[src/rtl/sdram_fe_pkg.sv]
package sdram_fe_pkg;

  typedef enum logic [3:0] {
    CMD_NOP  = 4'd0,
    CMD_ACT  = 4'd1,
    CMD_RD   = 4'd2,
    CMD_WR   = 4'd3,
    CMD_BST  = 4'd4,
    CMD_PRE  = 4'd5,
    CMD_REF  = 4'd6,
    CMD_SREF = 4'd7,
    CMD_MODE = 4'd8
  } cmd_e;

endpackage

[src/rtl/sdram_cmd_decode.sv]
module sdram_cmd_decode
  import sdram_fe_pkg::*;
(
  input  logic cke_prev,
  input  logic cke,
  input  logic cs_n,
  input  logic ras_n,
  input  logic cas_n,
  input  logic we_n,
  output cmd_e raw_cmd
);

  always_comb begin
    raw_cmd = CMD_NOP;
    if (cke_prev && !cs_n) begin
      unique case ({ras_n, cas_n, we_n})
        3'b000:  raw_cmd = CMD_MODE;
        3'b001:  raw_cmd = cke ? CMD_REF : CMD_SREF;
        3'b011:  raw_cmd = CMD_ACT;
        3'b101:  raw_cmd = CMD_RD;
        3'b100:  raw_cmd = CMD_WR;
        3'b110:  raw_cmd = CMD_BST;
        3'b010:  raw_cmd = CMD_PRE;
        default: raw_cmd = CMD_NOP;
      endcase
    end
  end

endmodule

[src/rtl/sdram_bank_track.sv]
module sdram_bank_track #(
  parameter int BA_W = 2
) (
  input  logic            clk,
  input  logic            rst,
  input  logic            act_en,
  input  logic            pre_en,
  input  logic            pre_all,
  input  logic [BA_W-1:0] bank,
  output logic            all_idle
);

  localparam int NBANK = 1 << BA_W;

  logic [NBANK-1:0] open_vec;

  for (genvar b = 0; b < NBANK; b++) begin : g_bank
    logic open_q;
    always_ff @(posedge clk) begin
      if (rst)
        open_q <= 1'b0;
      else if (pre_en && (pre_all || bank == BA_W'(b)))
        open_q <= 1'b0;
      else if (act_en && bank == BA_W'(b))
        open_q <= 1'b1;
    end
    assign open_vec[b] = open_q;
  end

  assign all_idle = ~|open_vec;

  p_act_opens_r9: assert property (@(posedge clk) disable iff (rst)
    act_en |=> !all_idle);

  p_pre_all_closes_r5: assert property (@(posedge clk) disable iff (rst)
    (pre_en && pre_all) |=> all_idle);

endmodule

[src/rtl/sdram_mode_regs.sv]
module sdram_mode_regs #(
  parameter int BA_W = 2
) (
  input  logic            clk,
  input  logic            rst,
  input  logic            wr_en,
  input  logic [BA_W-1:0] sel,
  input  logic [9:0]      op,
  output logic [2:0]      burst_len_o,
  output logic            burst_ilv_o,
  output logic [1:0]      cas_lat_o,
  output logic            write_single_o,
  output logic [1:0]      pasr_o,
  output logic            drive_half_o,
  output logic            mode_err_o
);

  localparam logic [BA_W-1:0] SEL_STD = '0;
  localparam logic [BA_W-1:0] SEL_EXT = BA_W'(2);

  logic [2:0] bl_f;
  logic [2:0] cl_f;
  logic       ilv_f;
  logic       std_ok;
  logic       ext_ok;

  always_comb begin
    bl_f   = op[2:0];
    ilv_f  = op[3];
    cl_f   = op[6:4];
    std_ok = (!bl_f[2] || (bl_f == 3'b111 && !ilv_f)) &&
             (cl_f != 3'd0 && !cl_f[2]) &&
             (op[8:7] == 2'b00);
    ext_ok = (op[2:0] <= 3'd2);
  end

  always_ff @(posedge clk) begin
    if (rst) begin
      burst_len_o    <= 3'b000;
      burst_ilv_o    <= 1'b0;
      cas_lat_o      <= 2'd3;
      write_single_o <= 1'b0;
      pasr_o         <= 2'd0;
      drive_half_o   <= 1'b0;
      mode_err_o     <= 1'b0;
    end else begin
      mode_err_o <= 1'b0;
      if (wr_en) begin
        if (sel == SEL_STD && std_ok) begin
          burst_len_o    <= bl_f;
          burst_ilv_o    <= ilv_f;
          cas_lat_o      <= cl_f[1:0];
          write_single_o <= op[9];
        end else if (sel == SEL_EXT && ext_ok) begin
          pasr_o       <= op[1:0];
          drive_half_o <= op[5];
        end else begin
          mode_err_o <= 1'b1;
        end
      end
    end
  end

  p_hold_on_reserved_r8: assert property (@(posedge clk) disable iff (rst)
    mode_err_o |-> $stable({burst_len_o, burst_ilv_o, cas_lat_o,
                            write_single_o, pasr_o, drive_half_o}));

  p_latency_legal_r6: assert property (@(posedge clk) disable iff (rst)
    cas_lat_o != 2'd0);

  p_array_legal_r7: assert property (@(posedge clk) disable iff (rst)
    pasr_o != 2'd3);

endmodule

[src/rtl/sdram_cmd_front.sv]
module sdram_cmd_front
  import sdram_fe_pkg::*;
#(
  parameter int ADDR_W  = 13,
  parameter int BA_W    = 2,
  parameter int COL_W   = 9,
  parameter int AP_BIT  = 10,
  parameter int MRD_GAP = 2
) (
  input  logic              clk,
  input  logic              rst,
  input  logic              cke,
  input  logic              cs_n,
  input  logic              ras_n,
  input  logic              cas_n,
  input  logic              we_n,
  input  logic [ADDR_W-1:0] addr,
  input  logic [BA_W-1:0]   ba,
  output logic [3:0]        cmd_o,
  output logic [BA_W-1:0]   bank_o,
  output logic [ADDR_W-1:0] addr_o,
  output logic              auto_pre_o,
  output logic              pre_all_o,
  output logic [2:0]        burst_len_o,
  output logic              burst_ilv_o,
  output logic [1:0]        cas_lat_o,
  output logic              write_single_o,
  output logic [1:0]        pasr_o,
  output logic              drive_half_o,
  output logic              mode_err_o,
  output logic              timing_err_o
);

  localparam int GAP_W = $clog2(MRD_GAP + 1);
  localparam logic [GAP_W-1:0] GAP_LOAD = GAP_W'(MRD_GAP - 1);

  logic             cke_q;
  logic [GAP_W-1:0] gap_q;
  logic             all_idle;
  logic             needs_idle;
  logic             illegal;
  cmd_e             raw_cmd;
  cmd_e             acc_cmd;

  sdram_cmd_decode u_dec (
    .cke_prev (cke_q),
    .cke      (cke),
    .cs_n     (cs_n),
    .ras_n    (ras_n),
    .cas_n    (cas_n),
    .we_n     (we_n),
    .raw_cmd  (raw_cmd)
  );

  always_comb begin
    needs_idle = (raw_cmd == CMD_MODE) || (raw_cmd == CMD_REF) ||
                 (raw_cmd == CMD_SREF);
    illegal    = (needs_idle && !all_idle) ||
                 (raw_cmd != CMD_NOP && gap_q != '0);
    acc_cmd    = illegal ? CMD_NOP : raw_cmd;
  end

  sdram_bank_track #(.BA_W(BA_W)) u_banks (
    .clk      (clk),
    .rst      (rst),
    .act_en   (acc_cmd == CMD_ACT),
    .pre_en   (acc_cmd == CMD_PRE),
    .pre_all  (addr[AP_BIT]),
    .bank     (ba),
    .all_idle (all_idle)
  );

  sdram_mode_regs #(.BA_W(BA_W)) u_mode (
    .clk            (clk),
    .rst            (rst),
    .wr_en          (acc_cmd == CMD_MODE),
    .sel            (ba),
    .op             (addr[9:0]),
    .burst_len_o    (burst_len_o),
    .burst_ilv_o    (burst_ilv_o),
    .cas_lat_o      (cas_lat_o),
    .write_single_o (write_single_o),
    .pasr_o         (pasr_o),
    .drive_half_o   (drive_half_o),
    .mode_err_o     (mode_err_o)
  );

  always_ff @(posedge clk) begin
    if (rst) begin
      cke_q        <= 1'b1;
      gap_q        <= '0;
      cmd_o        <= 4'(CMD_NOP);
      bank_o       <= '0;
      addr_o       <= '0;
      auto_pre_o   <= 1'b0;
      pre_all_o    <= 1'b0;
      timing_err_o <= 1'b0;
    end else begin
      cke_q        <= cke;
      cmd_o        <= 4'(acc_cmd);
      timing_err_o <= illegal;
      if (acc_cmd == CMD_MODE)
        gap_q <= GAP_LOAD;
      else if (gap_q != '0)
        gap_q <= gap_q - 1'b1;
      unique case (acc_cmd)
        CMD_ACT, CMD_MODE: begin
          bank_o <= ba;
          addr_o <= addr;
        end
        CMD_RD, CMD_WR: begin
          bank_o <= ba;
          addr_o <= {{(ADDR_W-COL_W){1'b0}}, addr[COL_W-1:0]};
        end
        CMD_PRE: begin
          bank_o <= ba;
          addr_o <= '0;
        end
        default: begin
          bank_o <= '0;
          addr_o <= '0;
        end
      endcase
      auto_pre_o <= (acc_cmd == CMD_RD || acc_cmd == CMD_WR) && addr[AP_BIT];
      pre_all_o  <= (acc_cmd == CMD_PRE) && addr[AP_BIT];
    end
  end

  p_reject_is_nop_r9: assert property (@(posedge clk) disable iff (rst)
    timing_err_o |-> cmd_o == 4'(CMD_NOP));

  p_idle_for_mode_refresh_r9: assert property (@(posedge clk) disable iff (rst)
    (cmd_o == 4'(CMD_MODE) || cmd_o == 4'(CMD_REF) || cmd_o == 4'(CMD_SREF))
      |-> all_idle);

  p_mode_err_on_mode_r8: assert property (@(posedge clk) disable iff (rst)
    mode_err_o |-> cmd_o == 4'(CMD_MODE));

  if (MRD_GAP >= 2) begin : g_gap_chk
    p_gap_after_mode_r10: assert property (@(posedge clk) disable iff (rst)
      cmd_o == 4'(CMD_MODE) |=> cmd_o == 4'(CMD_NOP));
  end

endmodule

[config.mk]
export PLATFORM = sky130hd
export DESIGN_NAME = sdram_cmd_front
export DESIGN_NICKNAME = d
export VERILOG_FILES = /design/src/rtl/sdram_fe_pkg.sv /design/src/rtl/sdram_cmd_decode.sv /design/src/rtl/sdram_bank_track.sv /design/src/rtl/sdram_mode_regs.sv /design/src/rtl/sdram_cmd_front.sv
export SDC_FILE = /design/constraint.sdc
export NUM_CORES = 1
export LEC_CHECK = 0
export ABC_AREA = 1
export BUFFER_PORTS_ARGS = -buffer_cell sky130_fd_sc_hd__clkbuf_2
export CORE_ASPECT_RATIO = 1.2
export CORE_MARGIN = 3
export CORE_UTILIZATION = 46
export CTS_BUF_LIST = sky130_fd_sc_hd__clkbuf_4
export DETAILED_ROUTE_END_ITERATION = 8
export PLACE_DENSITY = 0.87
export REMOVE_ABC_BUFFERS = 1
export SETUP_SLACK_MARGIN = 0.15
export SYNTH_ARGS = -nofsm -noshare
export SYNTH_HDL_FRONTEND = slang
export SYNTH_SLANG_ARGS = --single-unit
[constraint.sdc]
create_clock -name clk -period 1.65 [get_ports clk]
set_input_delay 0.4125 -clock clk [delete_from_list [all_inputs] [get_ports clk]]
set_output_delay 0.4125 -clock clk [all_outputs]
set_load 0.02 [all_outputs]
==> results of run 1 <==
==> power groups by stage <==
stage                     combinational, µW  sequential (µW)  clock (µW)
after detailed placement                438             1070           0
after CTS                               462             1050         667
final                                   486             1050         659
after global routing                    539             1050         700
after global placement                  425             1070           0
after floorplan                         242             1100           0
==> stage by stage <==
| stage | power [µW] | util | setup slack (ns) | TNS, ns |
|---|---|---|---|---|
| global placement | 1490 | 0.632 | -0.180 | -3.45 |
| finish | 2190 | 0.704 | 0.120 | 0 |
| detailed placement | 1510 | 0.632 | -0.212 | -4.89 |
| global route | 2290 | 0.704 | -0.0467 | -0.110 |
| CTS | 2180 | 0.677 | 0.113 | 0 |
| floorplan | 1350 | - | 0.0573 | 0 |
==> how the worst min path moves through the flow <==
stage | cells after the start | start | endpoint | slack (ns)
3_3_place_gp | 2 | u_mode.cas_lat_o[0] | u_mode.cas_lat_o[0] | 0.44
3_5_place_dp | 2 | u_mode.cas_lat_o[1] | u_mode.cas_lat_o[1] | 0.46
5_1_grt | 3 | addr[12] | addr_o[12] | 0.24
4_1_cts | 3 | addr[12] | addr_o[12] | 0.25
2_1_floorplan | 2 | gap_q[1] | gap_q[1] | 0.46
6_report | 3 | addr[12] | addr_o[12] | 0.26
==> cells in the final DEF (no fill, tap or decap) <==
cell type,n
buf_4,15
o211ai_1,1
nand3_1,3
dfxtp_2,1
o21ai_4,1
buf_12,1
bufinv_16,1
inv_1,25
clkinv_1,1
nor3_2,2
a21oi_2,4
o21ai_2,4
o21ai_0,10
buf_6,1
nor3_1,3
xor2_1,1
nand2_4,1
nor4_1,1
nand2_2,3
nand3_2,3
inv_4,1
nand4_1,6
clkinv_4,2
nor4_4,1
nor2_2,5
clkbuf_2,54
nand3_4,1
nor2_4,6
dfxtp_1,39
a21oi_1,3
inv_2,5
nand2_1,35
nor2_1,35
ha_1,1
clkbuf_4,5
or2_2,1
==> sequential cells by signal (all words and copies together), names as in the netlist, 2 cells and up <==
signal,cells
u_mode.cas_lat_o,2
addr_o,13
cmd_o,4
u_mode.pasr_o,2
u_mode.burst_len_o,3
gap_q,2
bank_o,2
u_banks.g_bank.open_q,4
==> cells by family (layout without fill, tap and decap cells) <==
group                    count (synthesis)  count (layout)
XOR/XNOR                                 1               1
adder cells (fa/ha/maj)                  1               1
buffers and inverters                   35             111
flip-flops                              40              40
AO/OA/AOI/OAI                           23              23
AND/OR/NAND/NOR                        106             106
==> layout make-up <==
class	instances	area (µm²)
tap	36	45.0
fill	262	928
clock buffer	5	37.5
inverter	32	123
clock inverter	3	47.5
multi-input combinational	131	741
timing repair buffer	71	414
sequential	40	802
==> cell usage after synthesis <==
| cell type | count |
|---|---|
| nor2_1 | 41 |
| dfxtp_1 | 40 |
| nand2_1 | 39 |
| inv_1 | 29 |
| o21ai_0 | 14 |
| a21oi_1 | 7 |
| nand4_1 | 6 |
| nand3_1 | 5 |
| nor3_1 | 5 |
| nor2_2 | 4 |
| clkbuf_1 | 3 |
| inv_2 | 2 |
| nor4_1 | 2 |
| clkinv_1 | 1 |
| ha_1 | 1 |
| nand3_2 | 1 |
| nand3_4 | 1 |
| nor2_4 | 1 |
| o211ai_1 | 1 |
| o21ai_4 | 1 |
| or2_2 | 1 |
| xor2_1 | 1 |
==> worst min-delay path: cells and delay by family <==
kind                   cells  cell delay, ns
AND/OR/NAND/NOR            2            0.09
buffers and inverters      1            0.08
==> per-layer routing <==
layer | routed length (µm) | GRT usage | part of all wire
met1 | 1570 | 0.237 | 0.43
met5 | 0 | 0 | 0
met3 | 218 | 0.0410 | 0.060
met2 | 1790 | 0.281 | 0.49
met4 | 54 | 0.0856 | 0.015
==> timing repair <==
item                                    4_1_cts  5_1_grt
gates resized for setup                      16       25
endpoints found under the setup margin       30       31
buffers inserted                              1        1
pin swaps                                     7        7
==> flow_results.org, run 1 <==
** Status
- The run finished with clean final reports.

** Logic synthesis
- Fraction of post-synthesis cell area in the top cell type by area :: 0.516
- The area fraction in compound gates after synthesis is 0.0830.
- Of the total synthesized cell area, the portion taken by full adders, half adders and majority gates is 0.00806.
- Post-Syn Instances :: 206
- Top area cells in the synthesized netlist :: dfxtp_1 52%, nor2_1 9.9%, nand2_1 9.4%
- Yosys printed 0 warnings.
- By area, the combinational part of the netlist is dominated by simple AND/OR/NAND/NOR gates.
- Post-Synth XOR/XNOR Area :: 0.00564
- Flop and latch count out of synthesis :: 40
- Biggest area consumer among synthesized cells :: dfxtp_1
- The share of the Yosys chip area taken by registers is 0.516.
- The portion of synthesized area spent on multiplexers is 0.
- Of the total synthesized cell area, the portion taken by AND, OR, NAND and NOR gates is 0.303.
- Syn_area_per_cell :: ~7.5 µm²
- Count of distinct cell types in the synthesized netlist :: 22
- Mapped cell area :: approximately 1600 µm²

** Global route
- Number of antenna violations at the first check in global routing :: 0
- Entering global routing, the biggest net connects 20 pins.
- Via count of the first global-routing pass :: 1392
- Overall routing resource usage :: 0.183
- After global routing the overflow that remains totals 0.
- The first global-routing pass estimated between 5000 and 6000 µm of wire.

** STA
- Setup violations remaining at the end of the flow were counted as 0.
- Unrepaired setup endpoints after global routing :: true
- Transition time of the tightest slew-check pin :: between 0.4 and 0.5 ns
- Based on the critical path, the design can be clocked at up to approximately 650 MHz.
- Hold timing on the final database bottoms out at a slack of around 0.26 ns.
- Number of max-slew violations in the final report :: 0
- Number of endpoints with negative hold slack in the final report :: 0
- Of the available clock period, the critical path in the final layout requires 0.927.
- Shortest period the worst path allows :: between 1.5 and 2 ns
- Across the routed clock network, the largest skew measured is ~0.022 ns.
- Measured against its own limit, the worst slew margin works out to 0.723.

** Floorplan
- In this run the count of I/O pins placed on the die edge is between 50 and 60.
- The initial utilization of the core area, before any placement, comes to 0.495.
- The floorplan has 22 rows.
- Die area :: a little over 4000 µm²
- The floorplan step set the die height to roughly 70 µm.
- Die Span X :: 59.0 µm
- Placeable core region :: about 3100 µm²

** Critical path
- Element type at the critical path end :: register
- Cells traversed along the worst timing path :: clkbuf_2 > nor2_4 > nand2_1 > nand2_2 > nor2_4 > o21ai_4 > nand3_4 > nor2_4 > inv_4 > nor2_2 > nor2_1
- The critical path is of the primary input to register type.
- In this run the worst setup path terminates at u_mode.burst_ilv_o.
- The largest single stage delay on the critical path is 0.22 ns.
- Capture instance of the worst register-to-register path :: u_mode.burst_ilv_o
- Cell mode on critical path :: nor2_4
- Crit. path cell count :: 11
- Arrival time worst endpoint :: around 1.8 ns
- Data on the critical path is required at its endpoint by about 1.9 ns.
- Worst flop-to-flop path startpoint :: cke_q
- Family with the most delay on the worst path :: simple AND/OR/NAND/NOR gates
- The slowest stage of the critical path is the o21ai_4 cell.
- Along the worst path, the maximum fanout reaches 8.
- R2r setup slk :: 0.12 ns
- Count of cells along the worst register-to-register path :: 10
- Category of the worst setup path launch point :: primary input
- Counting both buffers and inverters, the worst setup path holds a total of 2.
- In this run the worst setup path begins at cas_n.

** Clock network
- TritonCTS created 5 clock buffers.
- For this design, the CTS-stage hold fixing added 0 buffers.
- Clock H-tree levels :: 2
- CTS Root Cell :: clkbuf_4
- At the later pin of the worst-skew pair, clock insertion delay measures ~0.37 ns.
- TritonCTS built the clock tree.
- Clock-pin slew was measured on the worst setup and hold paths at between 0.1 and 0.15 ns.
- The clock net in this run drives a total of 40 sinks.
- CTS Buffer Depth :: 2

** Cells and area
- Post-layout nets :: a little over 300
- Number of cells in the finished layout apart from fillers :: between 300 and 400
- In the final layout, the share of cells above drive strength 1 is 0.418.
- Final Instance Area :: ~2200 µm²
- The repair_antennas step left the layout with diodes totalling 0.
- Compared with the post-synthesis result, the final layout area differs by 42.3%.

** Power and ir drop
- Switching power total :: 658 µW
- The share of total power dissipated in the clock network is 0.301.
- For this design the static power due to leakage is 0.00111 µW.
- Maximum vdd ir drop :: about 0.00080 V
- Of the total power, the share spent switching nets is 0.300.
- Ratio of total power to cell area :: ~990 nW/µm²
- Of the total power, combinational logic draws 0.222.
- Of the total power, registers draw 0.478.
- Internal portion of total power :: about 1500 µW

** Routing
- Post-detailed-route via-to-cell ratio :: between 4 and 5
- For this block, the via count after detailed routing is 1521.
- Starting DRC count in detailed routing :: 33
- The pre-antenna-repair detailed-routing pass consisted of 4 iterations.
- After detailed routing, the total wire length is around 3600 µm.
- The count of nets left with antenna violations once routing finished came out at 0.
- For this run, design rule violations remaining after detail routing come to 0.
- Mean routed wirelength per cell :: 11.4 µm

** Placement
- Instance area after placement :: 1980 µm²
- Final weighted congestion of routability-driven global placement :: between 0.8 and 0.9
- In this run, placement finished with an instance count of between 300 and 400.
- The count of buffers added on input and output ports is 54.
- The HPWL after detailed placement is 2590 µm.

** Job
- The tool flagged a number of max-cap violations equal to 0.

** Worst hold path
- Worst Hold Class :: primary input to register
(Power assumes the default switching activity.)
==> run 2, diff against run 1 <==
CORE_UTILIZATION = 45   (was 46)
MAX_ROUTING_LAYER = met4   (was default)
PLACE_DENSITY = 0.85   (was 0.87)
==> run 2 against run 1 <==
  * Non-clock buffer count up 6
  * Design area is 1.6% higher
  * Utilization shrank 0.078 points
  * Clock power shrank 32%
==> flow_results.org, run 2 (synthesis gave the netlist of run 1 again) <==
** Critical path
- The count of buffering cells on the critical path with inverters included was 1 (-1).
- Critical setup path kind :: register to register
- Worst flop-to-flop path startpoint :: cke_q
- In this run the critical register-to-register path is captured at u_mode.cas_lat_o[0].
- Element type at the critical path end :: register
- The setup slack on the worst flop-to-flop path came to 0.04 ns (-0.08 ns).
- Crit path max fanout :: 7 (-1)
- Count of cells along the worst register-to-register path :: 10 (unchanged)
- Arrival time worst endpoint :: 1.82 ns (about the same)
- Max incr delay on CP :: 0.34 ns (+0.12 ns)
- Category of the worst setup path launch point :: register
- Traced cell by cell, the critical path runs through nand2_2 > nor2_2 > nand2_2 > nand3_4 > o21ai_4 > nand3_4 > nor2_4 > clkinv_4 > nand2_1 > nand3_1.
- CP required :: 1.86 ns (-0.06 ns)
- On the critical path, the stage with the largest delay is an instance of dfxtp_2.
- The cell family contributing the most delay on the critical path is simple AND/OR/NAND/NOR gates.

** STA
- Number of max-slew violations in the final report :: 0 (unchanged)
- The remaining max-slew budget at the tightest pin is 0.687 (-0.0362).
- The total negative slack for setup checks came to 0 ns (unchanged).
- Skew final :: 0.0108 ns (-0.0116 ns)
- The final period demand of the worst path was 1.61 ns (+0.0789 ns).
- The number of setup violations in the final report came to 0 (unchanged).
- The worst slack on hold paths came to 0.296 ns (+0.0395 ns).
- The number of hold violations in the final report was 0 (unchanged).
- Transition time of the tightest slew-check pin :: 0.466 ns (+0.0539 ns)
- The final worst-path cycle share was 0.975 (+0.0478).
- Unrepaired setup endpoints after global routing :: true
- The maximum clock frequency is 621 MHz (-4.9%).

** Floorplan
- Die area :: 4190 µm² (+2.0%)
- The die outline width came to 59.6 µm (+1.0%).
- The area inside the core boundary is 3190 µm² (+1.8%).
- Number of placement rows :: 22 (unchanged)
- Die span in y :: 70.4 µm (+1.0%)
- Ports placed on the boundary :: 55 (unchanged)
- Starting Density :: 0.486 (-0.00853)

** Routing
- Via count :: 1599 (+5.1%)
- Antenna Violating Nets Remaining :: 0 (unchanged)
- The total wirelength of the detailed-routed design was 3930 µm (+7.9%).
- The routed length per placed instance was 12.2 µm (+6.3%).
- The per-cell via count in the routed design was 4.95 (+3.5%).
- Starting DRC count in detailed routing :: 51 (+55%)
- The number of detailed-routing iterations run before antenna repair was 4 (unchanged).
- The number of remaining DRC errors came to 0 (unchanged).

** Cells and area
- Top library cells by usage in the layout, fill and taps aside :: 54 x clkbuf_2, 38 x dfxtp_1, 34 x nand2_1
- Proportion of layout cells with a drive suffix above 1 :: 0.443 (+0.0241)
- From synthesis to final layout, the design area changed by 44.6%.
- Leading cell type in the layout, fill and taps excluded :: clkbuf_2
- More flip-flops sit in one register than any other, and that register is addr_o.
- ANT cells :: 0 (unchanged)
- The number of flip-flops in the largest register came to 13 (unchanged).
- In the final layout, the registers with the most flip-flops are addr_o: 13 flops, cmd_o: 4 flops, u_banks.g_bank.open_q: 4 flops.
- Filler cells :: 251 (-4.2%)
- Post-layout nets :: 310 (+2.0%)

** Clock network
- Clock H-tree levels :: 2 (unchanged)
- The number of buffers created by CTS came to 5 (unchanged).
- TritonCTS built the clock tree.
- Clock-pin slew on the worst setup and hold paths :: 0.10 ns (-0.04 ns)
- Clock latency at the later pin of the worst-skew pair :: 0.33 ns (-0.04 ns)
- CTS Buffer Depth :: 2 (unchanged)
- TritonCTS sink count :: 40 (unchanged)
- CTS Root Cell :: clkbuf_4

** Power and ir drop
- The worst supply voltage drop on vdd is 0.000852 V (+6.2%).
- The total power per unit cell area is 915 nW/µm² (-7.9%).
- Static leakage :: 0.00112 µW (+1.0%)

** Global route
- Met3 GRT Util :: 0.0388 (-0.00215)
- The met1 routing resource usage after global routing is 0.220 (-0.0175).
- GR Layer Usage met2 :: 0.296 (+0.0151)
- Via count of the first global-routing pass :: 1429 (+2.7%)
- Overall routing resource usage :: 0.182 (-0.000434)
- Most crowded layer after global routing :: met2
- Wire length of the first global-routing pass :: 5900 µm (-0.12%)
- Number of antenna violations at the first check in global routing :: 0 (unchanged)
- The maximum number of pins on one net before global-route repair was 20 (unchanged).
- The remaining global-route overflow came to 0 (unchanged).

** Worst hold path
- Worst Hold Class :: primary input to register
- Min-Delay Endpoint :: addr_o[12]
- Hold depth :: 3 (unchanged)
- Hold Crit Start :: addr[12]

** Placement
- Final HPWL DP :: 2610 µm (+0.69%)
- The total of buffers placed on input and output ports is 54 (unchanged).
- Final weighted congestion of routability-driven global placement :: 0.853 (+4.4%)

** Job
- Number of max-cap violations :: 0 (unchanged)

** Status
- Outcome :: finished, final reports clean
## run 2: cell types whose count changed in the layout (fill, tap and decap cells not counted), moves of 2 or more
cell,previous run,this run
nand3_4,1,3
o21ai_1,0,2
nor2_1,35,30
buf_6,1,4
nand3_2,3,1
nor2_2,5,9
buf_4,15,19
nand2_2,3,5
inv_2,5,3
## run 2: worst min-delay path, cell delays in order
cell and delay [ns]:
clkbuf_2 0.08, nand2_1 0.07, nor2_2 0.04
## run 2: where the power goes
| group | total [µW] | switching (µW) | internal, µW |
|---|---|---|---|
| Sequential | 1050 | 22.3 | 1030 |
| Combinational | 554 | 338 | 216 |
| Clock | 451 | 278 | 174 |
## run 2: cell type report
cell class                 instances  area, µm²  share of cell area
multi-input combinational        131        762               0.339
timing repair buffer              77        458               0.204
tap                               36       45.0              0.0201
sequential                        40        803               0.358
inverter                          32        128              0.0568
clock buffer                       6       45.0              0.0201
clock inverter                     1       5.00             0.00223
## run 2: per-stage QoR
step                instances   util  area [µm²]  power, µW  setup WS, ns
floorplan                 203      -        1540       1350        0.0573
global placement          304  0.607        1940       1490        -0.158
detailed placement        304  0.607        1940       1500        -0.256
CTS                       316  0.649        2070       1970         0.129
global route              323  0.703        2250       2160       -0.0489
finish                    323  0.703        2250       2050        0.0407
## run 2: worst max-delay path by stage
| stage | cells past startpoint | from | to | slack (ns) |
|---|---|---|---|---|
| global placement | 11 | cas_n | u_mode.burst_ilv_o | -0.16 |
| global route | 10 | cke_q | u_mode.cas_lat_o[0] | -0.05 |
| CTS | 10 | cke_q | u_mode.burst_len_o[0] | 0.13 |
| finish | 10 | cke_q | u_mode.cas_lat_o[0] | 0.04 |
| floorplan | 10 | cas_n | u_mode.cas_lat_o[0] | 0.06 |
| detailed placement | 11 | cas_n | u_mode.burst_len_o[0] | -0.26 |
## run 2: timing repair
action	4_1_cts	5_1_grt
buffers inserted	5	7
setup endpoints to repair	25	32
gates resized for setup	15	38
pin swaps	2	12
hold buffers	0	0
## run 2: metal layers
layer  vias to the layer above  routed length [µm]  share of wire
met2                        57                2040           0.52
met1                       730                1600           0.41
met3                         2                 263          0.067
li1                        810                   -              -
met4                         0                  21         0.0054
met5                         -                   0              0
